<file path="src/rtl/adcseq_pkg.sv">
package adcseq_pkg;
  typedef enum logic [0:0] {ENG_IDLE = 1'b0, ENG_WAIT = 1'b1} eng_state_e;
  typedef enum logic [1:0] {IRQ_NONE = 2'b00, IRQ_EACH = 2'b01,
                            IRQ_LAST = 2'b10, IRQ_RSVD = 2'b11} irq_mode_e;
  localparam int unsigned ADDR_W    = 3;
  localparam logic [2:0]  RA_CHAN_A = 3'd0;
  localparam logic [2:0]  RA_CHAN_B = 3'd1;
  localparam logic [2:0]  RA_CFG    = 3'd2;
  localparam logic [2:0]  RA_CTL    = 3'd3;
  localparam logic [2:0]  RA_RES    = 3'd4;
  // control/status bit positions
  localparam int unsigned CB_GO_A   = 0;
  localparam int unsigned CB_FLG_A  = 1;
  localparam int unsigned CB_PND_A  = 2;
  localparam int unsigned CB_HOME_A = 3;
  localparam int unsigned CB_GO_B   = 4;
  localparam int unsigned CB_FLG_B  = 5;
  localparam int unsigned CB_PND_B  = 6;
  localparam int unsigned CB_HOME_B = 7;
endpackage

</file>
<file path="src/rtl/adcseq_sync.sv">
module adcseq_sync #(
  parameter int unsigned STAGES = 2
) (
  input  logic clk,
  input  logic rst_n,
  input  logic pin,
  output logic rise
);
  logic [STAGES-1:0] chain_q;
  logic [STAGES-1:0] chain_d;
  logic              last_q;

  always_comb begin
    chain_d = {chain_q[STAGES-2:0], pin};
  end

  always_ff @(posedge clk or negedge rst_n) begin
    if (!rst_n) begin
      chain_q <= '0;
      last_q  <= 1'b0;
    end else begin
      chain_q <= chain_d;
      last_q  <= chain_q[STAGES-1];
    end
  end

  assign rise = chain_q[STAGES-1] & ~last_q;
endmodule

</file>
<file path="src/rtl/adcseq_regs.sv">
module adcseq_regs
  import adcseq_pkg::*;
#(
  parameter int unsigned DATA_W = 16,
  parameter int unsigned CH_W   = 4,
  parameter int unsigned SLOTS  = 4
) (
  input  logic                    clk,
  input  logic                    rst_n,
  input  logic                    wr,
  input  logic [ADDR_W-1:0]       addr,
  input  logic [DATA_W-1:0]       wdata,
  output logic [DATA_W-1:0]       rdata,
  output logic [CH_W*SLOTS-1:0]   chan_a,
  output logic [CH_W*SLOTS-1:0]   chan_b,
  output logic                    casc,
  output logic                    cont,
  output logic [$clog2(SLOTS)-1:0] cnt_a,
  output logic [$clog2(SLOTS)-1:0] cnt_b,
  output logic [1:0]              mode_a,
  output logic [1:0]              mode_b,
  output logic                    tmr_en_a,
  output logic                    pin_en_a,
  output logic                    tmr_en_b,
  output logic                    go_a,
  output logic                    clr_a,
  output logic                    home_a,
  output logic                    go_b,
  output logic                    clr_b,
  output logic                    home_b,
  input  logic                    busy_a,
  input  logic                    flag_a,
  input  logic                    pend_a,
  input  logic                    busy_b,
  input  logic                    flag_b,
  input  logic                    pend_b,
  input  logic [DATA_W-1:0]       result
);
  localparam int unsigned LEN_W  = $clog2(SLOTS);
  localparam int unsigned CHAN_W = CH_W * SLOTS;
  localparam int unsigned F_CNTA = 2;
  localparam int unsigned F_CNTB = F_CNTA + LEN_W;
  localparam int unsigned F_MODA = F_CNTB + LEN_W;
  localparam int unsigned F_MODB = F_MODA + 2;
  localparam int unsigned F_TMRA = F_MODB + 2;
  localparam int unsigned F_PINA = F_TMRA + 1;
  localparam int unsigned F_TMRB = F_PINA + 1;
  localparam int unsigned CFG_W  = F_TMRB + 1;

  logic [CHAN_W-1:0] chan_a_q, chan_a_d;
  logic [CHAN_W-1:0] chan_b_q, chan_b_d;
  logic [CFG_W-1:0]  cfg_q, cfg_d;
  logic              ctl_wr;

  always_comb begin
    chan_a_d = chan_a_q;
    chan_b_d = chan_b_q;
    cfg_d    = cfg_q;
    if (wr) begin
      case (addr)
        RA_CHAN_A: chan_a_d = wdata[CHAN_W-1:0];
        RA_CHAN_B: chan_b_d = wdata[CHAN_W-1:0];
        RA_CFG:    cfg_d    = wdata[CFG_W-1:0];
        default:   ;
      endcase
    end
  end

  always_ff @(posedge clk or negedge rst_n) begin
    if (!rst_n) begin
      chan_a_q <= '0;
      chan_b_q <= '0;
      cfg_q    <= '0;
    end else begin
      chan_a_q <= chan_a_d;
      chan_b_q <= chan_b_d;
      cfg_q    <= cfg_d;
    end
  end

  assign ctl_wr   = wr && (addr == RA_CTL);
  assign go_a     = ctl_wr && wdata[CB_GO_A];
  assign clr_a    = ctl_wr && wdata[CB_FLG_A];
  assign home_a   = ctl_wr && wdata[CB_HOME_A];
  assign go_b     = ctl_wr && wdata[CB_GO_B];
  assign clr_b    = ctl_wr && wdata[CB_FLG_B];
  assign home_b   = ctl_wr && wdata[CB_HOME_B];

  assign chan_a   = chan_a_q;
  assign chan_b   = chan_b_q;
  assign casc     = cfg_q[0];
  assign cont     = cfg_q[1];
  assign cnt_a    = cfg_q[F_CNTA +: LEN_W];
  assign cnt_b    = cfg_q[F_CNTB +: LEN_W];
  assign mode_a   = cfg_q[F_MODA +: 2];
  assign mode_b   = cfg_q[F_MODB +: 2];
  assign tmr_en_a = cfg_q[F_TMRA];
  assign pin_en_a = cfg_q[F_PINA];
  assign tmr_en_b = cfg_q[F_TMRB];

  always_comb begin
    rdata = '0;
    case (addr)
      RA_CHAN_A: rdata[CHAN_W-1:0] = chan_a_q;
      RA_CHAN_B: rdata[CHAN_W-1:0] = chan_b_q;
      RA_CFG:    rdata[CFG_W-1:0]  = cfg_q;
      RA_CTL: begin
        rdata[CB_GO_A]  = busy_a;
        rdata[CB_FLG_A] = flag_a;
        rdata[CB_PND_A] = pend_a;
        rdata[CB_GO_B]  = busy_b;
        rdata[CB_FLG_B] = flag_b;
        rdata[CB_PND_B] = pend_b;
      end
      RA_RES:    rdata = result;
      default:   rdata = '0;
    endcase
  end

  AST_CFG_KEPT_ON_CTL: assert property (@(posedge clk) disable iff (!rst_n)
    ctl_wr |=> ($stable(cfg_q) && $stable(chan_a_q) && $stable(chan_b_q)));
endmodule

</file>
<file path="src/rtl/adcseq_seq.sv">
module adcseq_seq
  import adcseq_pkg::*;
#(
  parameter int unsigned CH_W     = 4,
  parameter int unsigned SLOTS    = 4,
  parameter bit          CASC_CAP = 1'b0
) (
  input  logic                     clk,
  input  logic                     rst_n,
  input  logic [CH_W*SLOTS-1:0]    chan_own,
  input  logic [CH_W*SLOTS-1:0]    chan_ext,
  input  logic [$clog2(SLOTS)-1:0] cnt_own,
  input  logic [$clog2(SLOTS)-1:0] cnt_ext,
  input  logic                     casc,
  input  logic                     cont,
  input  logic [1:0]               mode,
  input  logic                     start,
  input  logic                     home,
  input  logic                     clr,
  input  logic                     done,
  output logic                     busy,
  output logic                     pend,
  output logic                     flag,
  output logic                     conv_req,
  output logic [CH_W-1:0]          conv_ch
);
  localparam int unsigned LEN_W = $clog2(SLOTS);
  localparam int unsigned PTR_W = LEN_W + 1;

  logic             busy_q, busy_d;
  logic             pend_q, pend_d;
  logic             flag_q, flag_d;
  logic [PTR_W-1:0] ptr_q, ptr_d;
  logic [PTR_W-1:0] last_idx;
  logic [PTR_W-1:0] ext_ptr;
  logic             in_own;
  logic             at_last;
  logic             step;
  logic             flag_set;
  logic             casc_eff;

  generate
    if (CASC_CAP) begin : g_casc
      assign casc_eff = casc;
    end else begin : g_solo
      assign casc_eff = 1'b0;
    end
  endgenerate

  assign last_idx = casc_eff ? ({1'b0, cnt_own} + {1'b0, cnt_ext} + PTR_W'(1))
                             : {1'b0, cnt_own};
  assign in_own   = (ptr_q <= {1'b0, cnt_own});
  assign ext_ptr  = ptr_q - {1'b0, cnt_own} - PTR_W'(1);
  assign conv_ch  = in_own ? chan_own[ptr_q[LEN_W-1:0]*CH_W +: CH_W]
                           : chan_ext[ext_ptr[LEN_W-1:0]*CH_W +: CH_W];
  assign at_last  = (ptr_q >= last_idx);
  assign step     = done && busy_q;

  always_comb begin
    busy_d = busy_q;
    pend_d = pend_q;
    ptr_d  = ptr_q;
    if (home) begin
      busy_d = 1'b0;
      pend_d = 1'b0;
      ptr_d  = '0;
    end else if (step && at_last) begin
      ptr_d = '0;
      if (cont) begin
        busy_d = 1'b1;
        pend_d = 1'b0;
      end else if (pend_q) begin
        busy_d = 1'b1;
        pend_d = start;
      end else begin
        busy_d = start;
        pend_d = 1'b0;
      end
    end else if (step) begin
      ptr_d = ptr_q + PTR_W'(1);
      if (start) pend_d = 1'b1;
    end else if (start) begin
      if (busy_q) pend_d = 1'b1;
      else        busy_d = 1'b1;
    end
  end

  always_comb begin
    case (irq_mode_e'(mode))
      IRQ_EACH: flag_set = step;
      IRQ_LAST: flag_set = step && at_last;
      default:  flag_set = 1'b0;
    endcase
    flag_d = flag_set | (flag_q & ~clr);
  end

  always_ff @(posedge clk or negedge rst_n) begin
    if (!rst_n) begin
      busy_q <= 1'b0;
      pend_q <= 1'b0;
      ptr_q  <= '0;
      flag_q <= 1'b0;
    end else begin
      busy_q <= busy_d;
      pend_q <= pend_d;
      ptr_q  <= ptr_d;
      flag_q <= flag_d;
    end
  end

  assign busy     = busy_q;
  assign pend     = pend_q;
  assign flag     = flag_q;
  assign conv_req = busy_q;

  AST_HOME_SLOT0: assert property (@(posedge clk) disable iff (!rst_n)
    home |=> (!busy_q && !pend_q && (ptr_q == '0)));
  AST_PEND_NEEDS_BUSY: assert property (@(posedge clk) disable iff (!rst_n)
    pend_q |-> busy_q);
  AST_SET_BEATS_CLEAR: assert property (@(posedge clk) disable iff (!rst_n)
    (step && (irq_mode_e'(mode) == IRQ_EACH)) |=> flag_q);
  AST_CLEAR_WORKS: assert property (@(posedge clk) disable iff (!rst_n)
    (clr && !step) |=> !flag_q);
  AST_CONT_STAYS_BUSY: assert property (@(posedge clk) disable iff (!rst_n)
    (step && cont && !home) |=> busy_q);
endmodule

</file>
<file path="src/rtl/adcseq_eng.sv">
module adcseq_eng
  import adcseq_pkg::*;
#(
  parameter int unsigned DATA_W = 16,
  parameter int unsigned CH_W   = 4
) (
  input  logic              clk,
  input  logic              rst_n,
  input  logic              req_a,
  input  logic [CH_W-1:0]   ch_a,
  input  logic              req_b,
  input  logic [CH_W-1:0]   ch_b,
  output logic              adc_req,
  output logic [CH_W-1:0]   adc_ch,
  input  logic              adc_ready,
  input  logic [DATA_W-1:0] adc_data,
  output logic              done_a,
  output logic              done_b,
  output logic [DATA_W-1:0] result
);
  eng_state_e        st_q, st_d;
  logic              own_q, own_d;
  logic [CH_W-1:0]   ch_q, ch_d;
  logic [DATA_W-1:0] res_q;
  logic              res_en;

  always_comb begin
    st_d  = st_q;
    own_d = own_q;
    ch_d  = ch_q;
    case (st_q)
      ENG_IDLE: begin
        if (req_a) begin
          st_d  = ENG_WAIT;
          own_d = 1'b0;
          ch_d  = ch_a;
        end else if (req_b) begin
          st_d  = ENG_WAIT;
          own_d = 1'b1;
          ch_d  = ch_b;
        end
      end
      ENG_WAIT: if (adc_ready) st_d = ENG_IDLE;
      default:  st_d = ENG_IDLE;
    endcase
  end

  assign res_en = (st_q == ENG_WAIT) && adc_ready;

  always_ff @(posedge clk or negedge rst_n) begin
    if (!rst_n) begin
      st_q  <= ENG_IDLE;
      own_q <= 1'b0;
      ch_q  <= '0;
      res_q <= '0;
    end else begin
      st_q  <= st_d;
      own_q <= own_d;
      ch_q  <= ch_d;
      if (res_en) res_q <= adc_data;
    end
  end

  assign adc_req = (st_q == ENG_WAIT);
  assign adc_ch  = ch_q;
  assign done_a  = res_en && !own_q;
  assign done_b  = res_en && own_q;
  assign result  = res_q;

  AST_REQ_HELD: assert property (@(posedge clk) disable iff (!rst_n)
    (adc_req && !adc_ready) |=> (adc_req && $stable(adc_ch)));
  AST_ONE_DONE: assert property (@(posedge clk) disable iff (!rst_n)
    !(done_a && done_b));
  AST_RESULT_HOLDS: assert property (@(posedge clk) disable iff (!rst_n)
    !(adc_req && adc_ready) |=> $stable(result));
endmodule

</file>
<file path="src/rtl/adcseq_ctrl.sv">
module adcseq_ctrl
  import adcseq_pkg::*;
#(
  parameter int unsigned DATA_W   = 16,
  parameter int unsigned CH_W     = 4,
  parameter int unsigned SLOTS    = 4,
  parameter int unsigned PIN_SYNC = 2
) (
  input  logic              clk,
  input  logic              rst_n,
  input  logic              bus_wr,
  input  logic [2:0]        bus_addr,
  input  logic [DATA_W-1:0] bus_wdata,
  output logic [DATA_W-1:0] bus_rdata,
  input  logic              tmr_trig,
  input  logic              ext_soc,
  output logic              adc_req,
  output logic [CH_W-1:0]   adc_ch,
  input  logic              adc_ready,
  input  logic [DATA_W-1:0] adc_data,
  output logic              irq_a,
  output logic              irq_b
);
  localparam int unsigned LEN_W  = $clog2(SLOTS);
  localparam int unsigned CHAN_W = CH_W * SLOTS;

  logic [1:0]        rst_pipe_q;
  logic              rst_int_n;
  logic [CHAN_W-1:0] chan_a, chan_b;
  logic              casc, cont, tmr_en_a, pin_en_a, tmr_en_b;
  logic [LEN_W-1:0]  cnt_a, cnt_b;
  logic [1:0]        mode_a, mode_b;
  logic              go_a, clr_a, home_a, go_b, clr_b, home_b;
  logic              busy_a, pend_a, flag_a, busy_b, pend_b, flag_b;
  logic              req_a, req_b, done_a, done_b;
  logic [CH_W-1:0]   ch_a, ch_b;
  logic [DATA_W-1:0] result;
  logic              pin_rise;
  logic              start_a, start_b;

  // reset asserted asynchronously, released on the clock
  always_ff @(posedge clk or negedge rst_n) begin
    if (!rst_n) rst_pipe_q <= '0;
    else        rst_pipe_q <= {rst_pipe_q[0], 1'b1};
  end
  assign rst_int_n = rst_pipe_q[1];

  adcseq_regs #(.DATA_W(DATA_W), .CH_W(CH_W), .SLOTS(SLOTS)) u_regs (
    .clk(clk), .rst_n(rst_int_n), .wr(bus_wr), .addr(bus_addr),
    .wdata(bus_wdata), .rdata(bus_rdata),
    .chan_a(chan_a), .chan_b(chan_b), .casc(casc), .cont(cont),
    .cnt_a(cnt_a), .cnt_b(cnt_b), .mode_a(mode_a), .mode_b(mode_b),
    .tmr_en_a(tmr_en_a), .pin_en_a(pin_en_a), .tmr_en_b(tmr_en_b),
    .go_a(go_a), .clr_a(clr_a), .home_a(home_a),
    .go_b(go_b), .clr_b(clr_b), .home_b(home_b),
    .busy_a(busy_a), .flag_a(flag_a), .pend_a(pend_a),
    .busy_b(busy_b), .flag_b(flag_b), .pend_b(pend_b),
    .result(result));

  adcseq_sync #(.STAGES(PIN_SYNC)) u_pin (
    .clk(clk), .rst_n(rst_int_n), .pin(ext_soc), .rise(pin_rise));

  assign start_a = go_a | (tmr_trig & tmr_en_a) | (pin_rise & pin_en_a);
  assign start_b = ~casc & (go_b | (tmr_trig & tmr_en_b));

  adcseq_seq #(.CH_W(CH_W), .SLOTS(SLOTS), .CASC_CAP(1'b1)) u_seq_a (
    .clk(clk), .rst_n(rst_int_n), .chan_own(chan_a), .chan_ext(chan_b),
    .cnt_own(cnt_a), .cnt_ext(cnt_b), .casc(casc), .cont(cont),
    .mode(mode_a), .start(start_a), .home(home_a), .clr(clr_a),
    .done(done_a), .busy(busy_a), .pend(pend_a), .flag(flag_a),
    .conv_req(req_a), .conv_ch(ch_a));

  adcseq_seq #(.CH_W(CH_W), .SLOTS(SLOTS), .CASC_CAP(1'b0)) u_seq_b (
    .clk(clk), .rst_n(rst_int_n), .chan_own(chan_b), .chan_ext('0),
    .cnt_own(cnt_b), .cnt_ext('0), .casc(1'b0), .cont(cont),
    .mode(mode_b), .start(start_b), .home(home_b), .clr(clr_b),
    .done(done_b), .busy(busy_b), .pend(pend_b), .flag(flag_b),
    .conv_req(req_b), .conv_ch(ch_b));

  adcseq_eng #(.DATA_W(DATA_W), .CH_W(CH_W)) u_eng (
    .clk(clk), .rst_n(rst_int_n), .req_a(req_a), .ch_a(ch_a),
    .req_b(req_b), .ch_b(ch_b), .adc_req(adc_req), .adc_ch(adc_ch),
    .adc_ready(adc_ready), .adc_data(adc_data),
    .done_a(done_a), .done_b(done_b), .result(result));

  assign irq_a = flag_a;
  assign irq_b = flag_b;

  AST_CASC_B_SILENT: assert property (@(posedge clk) disable iff (!rst_int_n)
    (casc && !busy_b) |=> !busy_b);
  AST_IDLE_NO_SERVE: assert property (@(posedge clk) disable iff (!rst_int_n)
    (!busy_a && !busy_b && !adc_req) |=> !adc_req);
endmodule

</file>
<file path="config.mk">
export PLATFORM = sky130hd
export DESIGN_NAME = adcseq_ctrl
export DESIGN_NICKNAME = d
export VERILOG_FILES = /design/src/rtl/adcseq_pkg.sv /design/src/rtl/adcseq_sync.sv /design/src/rtl/adcseq_regs.sv /design/src/rtl/adcseq_seq.sv /design/src/rtl/adcseq_eng.sv /design/src/rtl/adcseq_ctrl.sv
export SDC_FILE = /design/constraint.sdc
export NUM_CORES = 1
export LEC_CHECK = 0
export ABC_CLOCK_PERIOD_IN_PS = 2340
export BUFFER_PORTS_ARGS = -buffer_cell sky130_fd_sc_hd__buf_2
export CORE_MARGIN = 2
export CORE_UTILIZATION = 37
export CTS_CLUSTER_SIZE = 28
export DETAILED_ROUTE_END_ITERATION = 16
export GPL_TIMING_DRIVEN = 0
export PLACE_DENSITY = 0.66
export SYNTH_ARGS = -nofsm -noshare
export SYNTH_HDL_FRONTEND = slang
export SYNTH_SLANG_ARGS = --single-unit
</file>
<file path="constraint.sdc">
create_clock -name clk -period 2.34 [get_ports clk]
set_input_delay 0.117 -clock clk [delete_from_list [all_inputs] [get_ports clk]]
set_output_delay 0.117 -clock clk [all_outputs]
set_load 0.05 [all_outputs]
</file>
==> flow_summary_export.csv <==
group,metric,value,unit
power,vdd_drop_max,0.000462,V
drt,routed_wl,12800,µm
timing,tns,0,ns
synthesis,synth_area,4630,µm²
status,violations,"negative hold slack",
critical_path,r2r-start,"u_regs.cfg_q[4]",
cells_and_area,fillers,1133,
critical_path,crit_path_end,"u_seq_a.flag",
synthesis,ys_ff_latch,84,
synthesis,yosysWarnings,0,
drt,wl_per_cell,19.4,µm
clocking,htree_num_levels,3,
cells_and_area,final_area,5630,µm²
critical_path,startpoint,"u_regs.cfg_q[4]",
run,drv_cap,0,
clocking,cts.sink_count,84,
floorplanning,start_util,38.2,%
power,power,6.09,mW
floorplanning,die_x,116,µm
critical_path,crit_type,"reg2reg",
placed_design,portBuffers,63,
floorplanning,ios,64,
synthesis,yosysSeqAreaShare,45.4,%
timing,finalCritPeriodShare,98.9,%
clocking,clk-insertion-delay-late,0.34,ns
placed_design,dpl.hpwl,9610,µm
global_routing,grt_pass1_wl,19800,µm
synthesis,synthFlopType,"dfrtp_1",
drt,drc,0,
critical_path,start_kind,"flop",
critical_path,worstPathArrival,2.55,ns
timing,tightest_slew,0.610,ns
floorplanning,die_y,116,µm
drt,ant_nets,0,
synthesis,synth_edf_count,0,
clocking,cts_tree,"yes",
floorplanning,coreArea,12100,µm²
global_routing,grt_antenna_before_repair,0,
floorplanning,dieArea,13400,µm²
timing,fmax,0.432,GHz
timing,setup_violations,0,
drt,drt_first_pass_iters,5,
cells_and_area,antennaDiodeCount,0,
cells_and_area,layout.nets,543,
cells_and_area,syn_to_final_growth,21.6,%
synthesis,netlist_top_cells_count,"dfrtp_1, mux2_2, nand2_1",
synthesis,synth_top_area_share,45.4,%
critical_path,cp-end-kind,"flop",
clocking,clock_path_buffers,2,
cells_and_area,final_core_util,46.5,%
drt,drtIter0Drc,255,
hold_path,min_path_type,"in2reg",
synthesis,synth_area_leaders,"dfrtp_1, mux2_2, mux4_2",
drt,via_count,3604,
critical_path,required,2.57,ns
synthesis,syn_avg_cell_area,11.5,µm²
clocking,cts-root-buf,"clkbuf_16",
clocking,clkSlewWorstSetupHoldPaths,0.06,ns
synthesis,ys_types,48,
power,leakagePower,2.51,nW
power,powerDensity,1080,nW/µm²
timing,rsz0062_at_grt,"yes",
synthesis,synth-async-reset-ratio,100,%
timing,relSlewSlack,59.2,%
clocking,cts_made_buffers,9,
global_routing,grt-ovfl-total,0,
synthesis,yosys.area.top_type,"dfrtp_1",
timing,min_period,2.32,ns
synthesis,yosysMostFrequentCell,"dfrtp_1",
floorplanning,row_count,40,
critical_path,r2r_slack,0.02,ns
timing,skew,0.00595,ns
critical_path,cp_max_fo,7,
placed_design,placed_area,5190,µm²
timing,hold_violations,1,
cells_and_area,drive_gt1_share,36.5,%
status,outcome,"finished with violations",
critical_path,reg2regPathDepth,10,
global_routing,grtUsageTotal,19.6,%
placed_design,gp_routability_congestion,0.866,
critical_path,r2r_end,"u_seq_a.flag",
global_routing,grt_pass1_vias,3655,
synthesis,syn_nets,460,
global_routing,grt_max_degree,56,
synthesis,syn_inst,403,
timing,finalHoldWorstSlack,-0.000385,ns
drt,via_per_inst,5.47,
timing,slew_viol_final,0,
-- state kept, by name, indices dropped and copies added (netlist names) --
signal,count
u_seq_b.flag,1
u_seq_b.busy,1
u_seq_a.ptr_q,3
u_eng.adc_ch,4
u_pin.last_q,1
u_eng.adc_req,1
u_regs.chan_b,16
u_seq_b.ptr_q,3
u_seq_b.pend,1
u_regs.chan_a,16
u_eng.result,16
u_seq_a.pend,1
u_seq_a.busy,1
u_regs.cfg_q,13
u_pin.chain_q,2
u_seq_a.flag,1
rst_pipe_q,2
u_eng.own_q,1
-- cells in the final DEF (no fill, tap or decap), types with 2 or more instances in the layout --
| master | n |
|---|---|
| o21bai_1 | 3 |
| clkbuf_16 | 9 |
| dfrtp_1 | 83 |
| buf_2 | 75 |
| ha_1 | 13 |
| o22ai_1 | 5 |
| a22o_1 | 3 |
| a21oi_1 | 19 |
| inv_1 | 12 |
| clkbuf_1 | 6 |
| nand3_1 | 8 |
| inv_2 | 3 |
| nor2_1 | 23 |
| nor2b_1 | 8 |
| nand2b_1 | 4 |
| a41oi_1 | 4 |
| clkinvlp_4 | 2 |
| bufinv_16 | 2 |
| and4b_1 | 2 |
| mux2_2 | 52 |
| o211ai_1 | 6 |
| nand2_1 | 33 |
| mux4_2 | 12 |
| nand3b_1 | 3 |
| o21ai_0 | 20 |
| buf_4 | 10 |
| dlygate4sd3_1 | 3 |
| mux2i_1 | 22 |
| and2_1 | 6 |
| o22a_1 | 3 |
| nand4b_1 | 6 |
-- worst min path at each step --
stage,cells past startpoint,to,startpoint
6_report,2,u_eng.result[4],adc_data[4]
5_1_grt,2,u_eng.result[9],adc_data[9]
4_1_cts,2,u_eng.result[9],adc_data[9]
3_5_place_dp,1,rst_pipe_q[0],rst_n
3_3_place_gp,1,rst_pipe_q[0],rst_n
2_1_floorplan,0,rst_pipe_q[0],rst_n
-- where the power goes --
group	internal [mW]	leakage [nW]	total (mW)	switching [mW]
combinational	1.05	1.35	2.38	1.32
clock	0.935	0.149	1.54	0.606
sequential	1.80	1.01	2.17	0.367
-- metal layers --
metal / up-vias / wire (µm) / GRT usage [%]
met2: 129 / 6220 / 32.4
met3: 26 / 733 / 3.71
met4: 0 / 316 / 8.10
li1: 1630 / - / -
met5: - / 0 / 0
met1: 1819 / 5500 / 25.4
-- cells by family (layout without fill, tap and decap cells) --
| group | after synthesis | after routing | share of synthesized area, % |
|---|---|---|---|
| and+or+nand+nor | 100 | 100 | 11.6 |
| muxes | 88 | 88 | 24.1 |
| DFF | 84 | 84 | 45.4 |
| AOI/OAI and AO/OA | 74 | 74 | 10.2 |
| buffers and inverters | 38 | 126 | 3.81 |
| adders and majority gates | 16 | 16 | 4.49 |
| xor gates and xnor gates | 2 | 2 | 0.378 |
| other | 1 | 1 | 0.0810 |
-- area by class of cell --
class | instances | area, µm² | area share [%]
Inverter | 15 | 56.3 | 1.00
Clock buffer | 10 | 229 | 4.07
Buffer | 23 | 120 | 2.13
Tap cell | 168 | 210 | 3.73
Timing Repair Buffer | 72 | 410 | 7.29
Clock inverter | 6 | 88.8 | 1.58
Sequential cell | 84 | 2110 | 37.4
Multi-Input combinational cell | 281 | 2410 | 42.8
-- what timing repair did --
item                                    in CTS  in global routing
hold buffers                                 2                  1
endpoints found under the setup margin       8                 10
endpoints found under the hold margin        3                  1
buffers inserted                             0                  5
resized for setup                            4                  9
pin swaps                                    0                  5
-- worst max-delay path, stage by stage (launching register included) --
cell and delay (ns):
dfrtp_1 0.41, inv_2 0.12, ha_4 0.13, inv_2 0.03, fa_1 0.47, mux2i_1 0.07
ha_2 0.19, a21o_1 0.19, a31oi_4 0.28, o21bai_1 0.10, a22o_1 0.21
-- metrics by stage --
step                      setup WS [ns]  hold slack (ns)  cells
after floorplan                  0.0306           -0.179    403
after global placement           -0.190          -0.0977    634
after detailed placement         -0.239          -0.0970    635
after CTS                       0.00434         0.000834    653
after global routing            -0.0945          0.00655    659
final                            0.0249        -0.000385    659
(Power assumes the default switching activity.)
